`config.mk`:
```
export PLATFORM = sky130hd
export DESIGN_NAME = rot_prio_resolver
export DESIGN_NICKNAME = d
export VERILOG_FILES = /design/src/rtl/rot_prio_pkg.sv /design/src/rtl/rot_prio_scan.sv /design/src/rtl/rot_prio_resolver.sv
export SDC_FILE = /design/constraint.sdc
export NUM_CORES = 1
export LEC_CHECK = 0
export BUFFER_PORTS_ARGS = -buffer_cell sky130_fd_sc_hd__buf_2
export CORE_MARGIN = 2
export CORE_UTILIZATION = 53
export DETAILED_ROUTE_END_ITERATION = 16
export GPL_TIMING_DRIVEN = 0
export PLACE_DENSITY = 0.8
export SKIP_LAST_GASP = 1
export SYNTH_ARGS = -nofsm -noshare
export SYNTH_HDL_FRONTEND = slang
export SYNTH_SLANG_ARGS = --single-unit
```
`constraint.sdc`:
```
create_clock -name clk -period 8 [get_ports clk]
set_input_delay 0.8 -clock clk [delete_from_list [all_inputs] [get_ports clk]]
set_output_delay 0.8 -clock clk [all_outputs]
set_load 0.02 [all_outputs]
```
`src/rtl/rot_prio_pkg.sv`:
```
package rot_prio_pkg;
  localparam int unsigned PRIO_LINES   = 8;
  localparam int unsigned PRIO_CASCADE = 2;
endpackage

```
`src/rtl/rot_prio_scan.sv`:
```
module rot_prio_scan #(
  parameter int unsigned N  = rot_prio_pkg::PRIO_LINES,
  localparam int unsigned IW = $clog2(N)
) (
  input  logic [N-1:0]  vec_i,
  input  logic [IW-1:0] base_i,
  output logic          found_o,
  output logic [IW:0]   rank_o,
  output logic [IW-1:0] idx_o
);
  logic [N-1:0] rot;

  for (genvar g = 0; g < N; g++) begin : g_rot
    logic [IW-1:0] pos;
    assign pos    = base_i + IW'(g);
    assign rot[g] = vec_i[pos];
  end

  always_comb begin
    rank_o = (IW+1)'(N);
    for (int k = N - 1; k >= 0; k--) begin
      if (rot[k]) rank_o = (IW+1)'(k);
    end
  end

  assign found_o = |rot;
  assign idx_o   = found_o ? (rank_o[IW-1:0] + base_i) : '0;
endmodule

```
`src/rtl/rot_prio_resolver.sv`:
```
module rot_prio_resolver #(
  parameter int unsigned N       = rot_prio_pkg::PRIO_LINES,
  parameter int unsigned CASCADE = rot_prio_pkg::PRIO_CASCADE,
  localparam int unsigned IW     = $clog2(N)
) (
  input  logic          clk,
  input  logic          rst_n,
  input  logic [N-1:0]  pend_i,
  input  logic [N-1:0]  mask_i,
  input  logic [N-1:0]  insvc_i,
  input  logic [IW-1:0] base_i,
  input  logic          spec_mask_i,
  input  logic          nested_i,
  input  logic          is_primary_i,
  output logic          req_valid_o,
  output logic [IW-1:0] req_idx_o,
  output logic          eoi_valid_o,
  output logic [IW-1:0] eoi_idx_o,
  output logic          irq_line_o
);
  logic [N-1:0]  cand_vec;
  logic [N-1:0]  svc_vec;
  logic          cand_found;
  logic          svc_found;
  logic [IW:0]   cand_rank;
  logic [IW:0]   svc_rank;
  logic [IW:0]   eoi_rank;
  logic [IW-1:0] cand_idx;
  logic [IW-1:0] svc_idx;
  logic          req_win;

  assign cand_vec = pend_i & ~mask_i;

  always_comb begin
    svc_vec = insvc_i;
    if (spec_mask_i) svc_vec = svc_vec & ~mask_i;
    if (nested_i && is_primary_i) svc_vec[CASCADE] = 1'b0;
  end

  rot_prio_scan #(.N(N)) u_cand (
    .vec_i(cand_vec), .base_i(base_i),
    .found_o(cand_found), .rank_o(cand_rank), .idx_o(cand_idx)
  );

  rot_prio_scan #(.N(N)) u_svc (
    .vec_i(svc_vec), .base_i(base_i),
    .found_o(svc_found), .rank_o(svc_rank), .idx_o(svc_idx)
  );

  rot_prio_scan #(.N(N)) u_eoi (
    .vec_i(insvc_i), .base_i(base_i),
    .found_o(eoi_valid_o), .rank_o(eoi_rank), .idx_o(eoi_idx_o)
  );

  assign req_win     = cand_found && (!svc_found || (cand_rank < svc_rank));
  assign req_valid_o = req_win;
  assign req_idx_o   = req_win ? cand_idx : '0;

  always_ff @(posedge clk or negedge rst_n) begin
    if (!rst_n) irq_line_o <= 1'b0;
    else        irq_line_o <= req_win;
  end
endmodule

```
# [Word-level counts from Yosys, hierarchy flattened]
# Index checks and enable logic that the tools add are counted.
# W data, S select, Z words.
[totals] register_bits=1 inputBits=32 out_inout_bits=9 wordCells=106
[op_classes] addsub=9 order_cmp=9 mux=77 bitwise=3 reduce_logical=7
[op_table] operator="$bmux W1 S3" count=24
[op_table] operator="$mux W4" count=16
[op_table] operator="$mux W3" count=11
[op_table] operator="$lt A3 B4 Y1 const B" count=8
[op_table] operator="$mux W1" count=25
[op_table] operator="$reduce_or A8 Y1" count=3
[op_table] operator="$and A8 B8 Y8" count=2
[op_table] operator="$add A3 B3 Y3 const B" count=4
[op_table] operator="$mux W8" count=1
[op_table] operator="$not A8 Y8" count=1
[op_table] operator="$add A3 B2 Y3 const B" count=2
[op_table] operator="$add A3 B3 Y3" count=2
[op_table] operator="$lt A4 B4 Y1" count=1
[op_table] operator="$add A3 B1 Y3 const B" count=1
[op_table] operator="$logic_and A1 B1 Y1" count=2
[op_table] operator="$logic_not A1 Y1" count=1
[op_table] operator="$logic_or A1 B1 Y1" count=1

# [Longest topological paths before layout]
# Gate-level depths: netlist of the first run.
[logic_depth] ltp_word=18 mapped_depth=16 ltp_nobuf=14

# [Modules after synthesis]
# From an unflattened synthesis of the first run, not the netlist that was laid out.
[unflattened] cells_unflattened=293 hier_area_um2=3001.6
[by_module_without_submodules] module="rot_prio_scan" n_inst=3 cells_per_inst=86 area_each_um2=910.9
[by_module_without_submodules] module="rot_prio_resolver" n_inst=1 cells_per_inst=35 area_each_um2=269.0

# [Least setup slack after synthesis of the first run]
# No wires, ideal clock.
[synth_timing] path_kind="input to output" startpoint="input port base_i[1]" endpoint="output port req_idx_o[0]" arrival_ns=4.650 t_required_ns=7.200 setup_slack_ns=2.550 cell_stages=12 path_buffers=2 cell_sequence="buf_2 clkinv_1 ha_1 buf_1 mux4_2 or4b_1 or3_1 ha_1 a21oi_1 o2111ai_1 o311a_1 nor3b_1"
[synth_between] elab_chain_cells=15 word_cells_on_any_way=64 cone_classes="add/sub: 8; order compare: 1; mux: 50; reduce/logical: 5"
[synth_lines] element="from (decl)" line="rot_prio_resolver.sv:11" rtl="input logic [IW-1:0] base_i,"
[synth_lines] element="$add A3 B3 Y3" line="rot_prio_scan.sv:15" rtl="assign pos = base_i + IW'(g);"
[synth_lines] element="$bmux W1 S3" line="rot_prio_scan.sv:16" rtl="assign rot[g] = vec_i[pos];"
[synth_lines] element="$mux W1 (implied by the code)" line="rot_prio_scan.sv:16"
[synth_lines] element="$mux W4 (8 in series)" line="rot_prio_scan.sv:22" rtl="if (rot[k]) rank_o = (IW+1)'(k);"
[synth_lines] element="$lt A4 B4 Y1" line="rot_prio_resolver.sv:55" rtl="assign req_win = cand_found && (!svc_found || (cand_rank < svc_rank));"
[synth_lines] element="$logic_or A1 B1 Y1" line="rot_prio_resolver.sv:55"
[synth_lines] element="$logic_and A1 B1 Y1" line="rot_prio_resolver.sv:55"
[synth_lines] element="$mux W3 (*)" line="rot_prio_resolver.sv:57" rtl="assign req_idx_o = req_win ? cand_idx : '0;"
[synth_lines] element="to (decl)" line="rot_prio_resolver.sv:16" rtl="output logic [IW-1:0] req_idx_o,"
# Every way passes the cells marked *; elsewhere a longest branch is shown, timed or not. The select of a mux whose other input is x is not followed.

# [Final worst setup path of the first run]
# Same ends and word-level chain as after synthesis.

==> results of run 1 <==
-- power breakdown --
part	switching, mW	total [mW]	internal (mW)	leakage (nW)
sequential	0.000443	0.00824	0.00779	0.0118
clock	0	0	0	0
combinational	0.117	0.209	0.0924	0.783
total	0.117	0.217	0.100	0.794
-- final timing paths --
check,cells after the start,from,to
setup / recovery,14,base_i[1],req_idx_o[0]
hold / removal,1,rst_n,irq_line_o
max in group asynchronous,1,rst_n,irq_line_o
min in group clk,1,irq_line_o,irq_line_o
-- worst max-delay path: stages --
cell and delay [ns]:
buf_2 0.12, buf_2 0.24, clkinv_1 0.34, ha_1 0.47, buf_1 0.45, mux4_2 0.44, or4b_1 0.50, or3_1 0.35
ha_1 0.30, a21oi_1 0.19, o2111ai_1 0.13, o311a_1 0.37, nor3b_1 0.20, buf_2 0.19
-- final cells by class --
class	instances	area (µm²)
plain buffers	7	36.3
fillers	238	987
inverters	8	30.0
multi-input cells	159	1490
flip-flops and latches	1	25.0
well taps	31	38.8
repair buffers	39	195
-- cells by family (layout without fill, tap and decap cells) --
logic type / Yosys count / after routing / synth area share
DFF: 1 / 1 / 0.0158
AOI/OAI and AO/OA: 29 / 29 / 0.134
xor gates and xnor gates: 6 / 6 / 0.0332
muxes: 47 / 47 / 0.457
and+or+nand+nor: 68 / 68 / 0.239
adders and majority gates: 9 / 9 / 0.0806
buffers and inverters: 15 / 54 / 0.0419
-- Yosys cell counts, types with 2 or more instances --
| master | instances | area (µm²) |
|---|---|---|
| mux4_2 | 19 | 428 |
| nand2_1 | 18 | 67.6 |
| mux2i_1 | 16 | 160 |
| mux2_2 | 12 | 135 |
| nor2b_1 | 11 | 68.8 |
| a21boi_0 | 8 | 60.1 |
| nor2_1 | 8 | 30.0 |
| ha_1 | 7 | 87.6 |
| inv_1 | 6 | 22.5 |
| a21oi_1 | 5 | 25.0 |
| nand3_1 | 5 | 25.0 |
| o21ai_0 | 4 | 20.0 |
| and2_1 | 3 | 18.8 |
| nand2b_1 | 3 | 18.8 |
| nor3b_1 | 3 | 22.5 |
| xnor2_1 | 3 | 26.3 |
| xor2_1 | 3 | 26.3 |
| and3_1 | 2 | 12.5 |
| buf_2 | 2 | 10.0 |
| buf_4 | 2 | 15.0 |
| clkbuf_1 | 2 | 7.51 |
| fa_1 | 2 | 40.0 |
| nor3_1 | 2 | 10.0 |
| nor4b_1 | 2 | 17.5 |
| nor4bb_1 | 2 | 20.0 |
-- layer usage --
metal	track usage	vias to the layer above	routed length [µm]	share of wire
li1	-	759	-	-
met1	0.328	720	1660	0.45
met2	0.413	72	1810	0.49
met3	0.00440	2	223	0.060
met4	0.0195	0	18	0.0049
met5	0	-	0	0
-- stage by stage --
stage | area [µm²] | total power [mW] | hold slack, ns | util
global route | 1820 | 0.243 | 0.578 | 0.648
finish | 1820 | 0.217 | 0.575 | 0.648
detailed placement | 1820 | 0.216 | 0.575 | 0.648
global placement | 1820 | 0.213 | 0.574 | 0.648
floorplan | 1580 | 0.165 | 0.504 | -
CTS | 1820 | 0.218 | 0.576 | 0.648
==> results.md, run 1 <==
- CTS Hold Bufs: 0
- Detailed placement HPWL: between 3000 and 4000 µm
- Ys Warns: 0
- Crit-path max FO: 10
- Core ar.: 0.00281 mm²
- DRC errors left: 2
- Largest regs: irq_line_o x1
- Setup TNS: 0 ns
- Total global routing overflow: 0
- Seq/Total Area, Yosys: 0.0158
- I/O Buffers: 39
- Slew @ Worst Pin: 0.686 ns
- Peak supply drop: ~0.000047 V
- Share of layout cells above drive strength 1: 0.360
- Critical Path End Type: output port
- Initial core utilization: 0.565
- GPL Wtd Cong: roughly 0.92
- Commonest non-fill, non-tap cell in the layout: buf_2
- Vias in the first global route: 1462
- Pwr/cell area: between 100 and 150 mW/mm²
- Remaining antenna violation count: 0
- Iter 0 DRT Violations: 38
- Via count: 1553
- Yosys reg bits: 1
- Max reg flops: 1
- Fin nets: between 200 and 300
- Final critical-path required period: between 5 and 6 ns
- CP required: just over 7 ns
- Ports: 41
- Filler-free cell count of the finished design: about 250
- Failing checks: DRC
- Final worst slack: 2.10 ns
- Leak: around 0.79 nW
- Initial antenna violation count: 0
- Antenna diode count: 0
- Synth async-reset ratio: 1.00
- Post-Place Cells: approximately 250
- Hold Vio Cnt, Final: 0
- RSZ-0062 raised after global routing: false
- Syn nets: 216
- Crit start category: primary input
- Largest net degree at the start of global routing: 11
- Die height: 58.7 µm
- WL/cell: ~15 µm
- Post-synth EDFFs: 0
- Die area: 0.00344 mm²
- Vias per Instance: about 6.3
- Most flops, register: irq_line_o
- # Post-CTS Setup Buffers: 0
- Ys flop type: dfrtp_1
- Distinct cells, synth: 50
- Routed WL: ~3700 µm
- DP Worst Slack: approximately 2.1 ns
- Finish-stage setup viols: 0
- Worst min path class: in -> async
- Critical Path AT: 5.10 ns
- Crit path kind: in -> out
- Reg clk slew, reported paths: 0 ns
- Die Span X: around 59 µm
- Router iterations before antenna repair: 11
- Area Overhead vs Synth: 14.8%
- Max-cap violations: 0
- GRT Overall Usage: 0.231
- Syn_area_per_cell: about 9.1 µm²
- Max_slew headroom: 0.539
- Status: complete, but fails checks
- First-pass GRT wire length: 6460 µm
- Final period utilization: 0.738
- Cell Area, Synth: ~0.0016 mm²
- Cells after Synth: around 180
- Leading cell types in the layout, fill and taps excluded: buf_2 (41), mux4_2 (19), nand2_1 (18)
- PostCTS Resize Cnt: 0
- Max-slew violation count: 0
- Max Fclk: between 0.15 and 0.2 GHz
- Row count: 19
Note: power is estimated with default switching activity, not from simulation.
==> run 2, diff against run 1 <==
--- a/config.mk
+++ b/config.mk
@@ -5,6 +5,7 @@
 export SDC_FILE = /design/constraint.sdc
 export NUM_CORES = 1
 export LEC_CHECK = 0
+export ABC_AREA = 1
 export BUFFER_PORTS_ARGS = -buffer_cell sky130_fd_sc_hd__buf_2
 export CORE_MARGIN = 2
 export CORE_UTILIZATION = 53
==> constraint.sdc (replaced) <==
create_clock -name clk -period 6.1 [get_ports clk]
set_input_delay 0.61 -clock clk [delete_from_list [all_inputs] [get_ports clk]]
set_output_delay 0.61 -clock clk [all_outputs]
set_load 0.02 [all_outputs]
==> run 2 against run 1 <==
Sequential share of layout area about the same. Total power up 21%. Via count rose by 26%. Hold slack got worse by 0.19 ns. Global-route usage up 3.0 points. The run now ends clean. Synthesized cell count up 73%. Wire length rose by 9.2%. Utilization is 0.43 points lower. Area after synthesis down 2.7%. Critical endpoint is now req_idx_o[2]. Critical path depth is 8 higher. Flip-flop and latch count did not move.
==> results.md, run 2 <==
- Antenna diode count: 0 (unchanged)
- Die Span X: 57.9 µm (-1.3%)
- Ys flop type: dfrtp_1
- Max-cap violations: 0 (unchanged)
- Worst min path class: in -> async
- Hold Vio Cnt, Final: 0 (unchanged)
- Row count: 19 (unchanged)
- Max-slew violation count: 0 (unchanged)
- Largest net degree at the start of global routing: 12 (+1)
- Routed WL: 4040 µm (+9.2%)
- Share of layout cells above drive strength 1: 0.161 (-0.199)
- Vias per Instance: 5.23 (-17%)
- Crit path kind: in -> out
- Largest regs: irq_line_o x1
- Finish-stage setup viols: 0 (unchanged)
- Most common cell in the netlist: nand2_1
- Seq/Total Area, Yosys: 0.0162 (+0.000436)
- Syn nets: 344 (+59%)
- Remaining antenna violation count: 0 (unchanged)
- PostCTS Resize Cnt: 0 (unchanged)
- Via count: 1952 (+26%)
- Syn_area_per_cell: 5.09 µm² (-44%)
- CP required: 5.49 ns (-1.71 ns)
- Vias in the first global route: 1719 (+18%)
- # Post-CTS Setup Buffers: 0 (unchanged)
- Max reg flops: 1 (unchanged)
- Cell Area, Synth: 0.00154 mm² (-2.7%)
- Final critical-path required period: between 4 and 5 ns
- Ys Warns: 0 (unchanged)
- Post-synth top area cell: nand2_1
- Initial core utilization: 0.559 (-0.00569)
- Die area: 0.00336 mm² (-2.5%)
- Post-synth EDFFs: 0 (unchanged)
- Area Overhead vs Synth: 15.2%
- Critical Path AT: 3.96 ns (-1.14 ns)
- Most flops, register: irq_line_o
- Slew @ Worst Pin: 0.709 ns (+0.0225 ns)
- Fin nets: 385 (+50%)
- Synth async-reset ratio: 1.00 (unchanged)
- Ports: 41 (unchanged)
- Core ar.: 0.00276 mm² (-1.7%)
- Max_slew headroom: 0.524 (-0.0151)
- Total global routing overflow: 0 (unchanged)
- Pwr/cell area: 148 mW/mm² (+24%)
- Crit-path max FO: 10 (unchanged)
- Final period utilization: 0.749
- Die height: 57.9 µm (-1.3%)
- Setup TNS: 0 ns (unchanged)
- RSZ-0062 raised after global routing: false
- Commonest non-fill, non-tap cell in the layout: nand2_1
- Hold slack: 0.384 ns (-0.190 ns)
- DRC errors left: 0 (-2)
- GRT Overall Usage: 0.261 (+0.0298)
- Reg clk slew, reported paths: 0 ns (unchanged)
- Distinct cells, synth: 29 (-42%)
- Detailed placement HPWL: 3550 µm (+9.9%)
- Peak supply drop: 0.000158 V (+240%)
- Share of the synthesized area in the top cell type: 0.241 (-0.0291)
- Leading cell types in the layout, fill and taps excluded: nand2_1 (99), nand3_1 (60), buf_2 (45)
- CTS Hold Bufs: 0 (unchanged)
- Cells after Synth: 303 (+73%)
- First-pass GRT wire length: 7190 µm (+11%)
- Critical Path End Type: output port
- Iter 0 DRT Violations: 125 (+230%)
- I/O Buffers: 39 (unchanged)
- GPL Wtd Cong: 0.941 (+1.8%)
- Initial antenna violation count: 0 (unchanged)
- WL/cell: 10.8 µm (-28%)
- Fillers: 295 (+24%)
- Synth top area cells: nand2_1 (24%), nand3_1 (19%), inv_1 (10%)
- Yosys reg bits: 1 (unchanged)
- Top cells by count, synth: nand2_1 (99), nand3_1 (60), inv_1 (41), o21ai_0 (24), nor2_1 (18)
- Router iterations before antenna repair: 5 (-6)
- Status: complete, no violations
- Crit start category: primary input
- Max Fclk: roughly 0.22 GHz
- Leak: 1.07 nW (+35%)
run 2: power by group:
part | internal, mW | switching, mW | leakage, nW
clock | 0 | 0 | 0
sequential | 0.0101 | 0.000589 | 0.0116
combinational | 0.0907 | 0.161 | 1.06
total | 0.101 | 0.162 | 1.07
run 2: final cells by class:
type                            count  area, µm²  share of cell area
Buffer                             10       56.3              0.0317
Sequential cell                     1       25.0              0.0141
Inverter                           45        169              0.0951
Timing Repair Buffer               39        195               0.110
Multi-Input combinational cell    247       1290               0.727
Tap cell                           31       38.8              0.0218
run 2: logic make-up after synthesis:
group	count (synthesis)	synth area share
XOR/XNOR	5	0.0455
AND/OR/NAND/NOR	186	0.516
AO/OA/AOI/OAI	38	0.135
multiplexers	9	0.0584
flip-flops	1	0.0162
adder cells (fa/ha/maj)	9	0.0828
buffers and inverters	55	0.146
run 2: per-stage QoR:
stage / instance area [µm²] / utilization / cells / worst slack (ns) / power [mW]
floorplan: 1540 / - / 303 / 2.13 / 0.197
global placement: 1780 / 0.644 / 373 / 1.61 / 0.258
detailed placement: 1780 / 0.644 / 373 / 1.56 / 0.263
CTS: 1780 / 0.644 / 373 / 1.55 / 0.263
global route: 1780 / 0.644 / 373 / 1.22 / 0.299
finish: 1780 / 0.644 / 373 / 1.53 / 0.263
run 2: routing by layer:
| metal | global-route usage | part of all wire | vias up | routed length, µm |
|---|---|---|---|---|
| li1 | - | - | 1062 | - |
| met1 | 0.365 | 0.46 | 828 | 1850 |
| met2 | 0.456 | 0.48 | 60 | 1940 |
| met3 | 0.0112 | 0.059 | 2 | 240 |
| met4 | 0.0332 | 0.0042 | 0 | 17 |
| met5 | 0 | 0 | - | 0 |
run 2: worst max-delay path by stage:
stage | from | to | slack (ns) | depth (start not counted)
global route | base_i[0] | req_idx_o[2] | 1.22 | 21
global placement | base_i[0] | req_idx_o[2] | 1.61 | 22
finish | base_i[0] | req_idx_o[2] | 1.53 | 22
detailed placement | base_i[0] | req_idx_o[2] | 1.56 | 22
CTS | base_i[0] | req_idx_o[2] | 1.55 | 22
floorplan | base_i[0] | req_idx_o[2] | 2.13 | 20
run 2: critical path, cell delays in order:
cell	delay, ns
buf_2	0.13
buf_4	0.16
inv_2	0.08
buf_2	0.19
ha_1	0.35
clkbuf_1	0.41
nand3_1	0.20
nand2_1	0.10
nor2_1	0.04
a31oi_1	0.21
nand2_1	0.08
nand2_1	0.06
nand2_1	0.05
nand2_1	0.08
inv_1	0.05
ha_1	0.20
fa_1	0.39
xor2_1	0.16
nand2_1	0.06
o21ai_0	0.07
nor2_1	0.10
buf_2	0.16
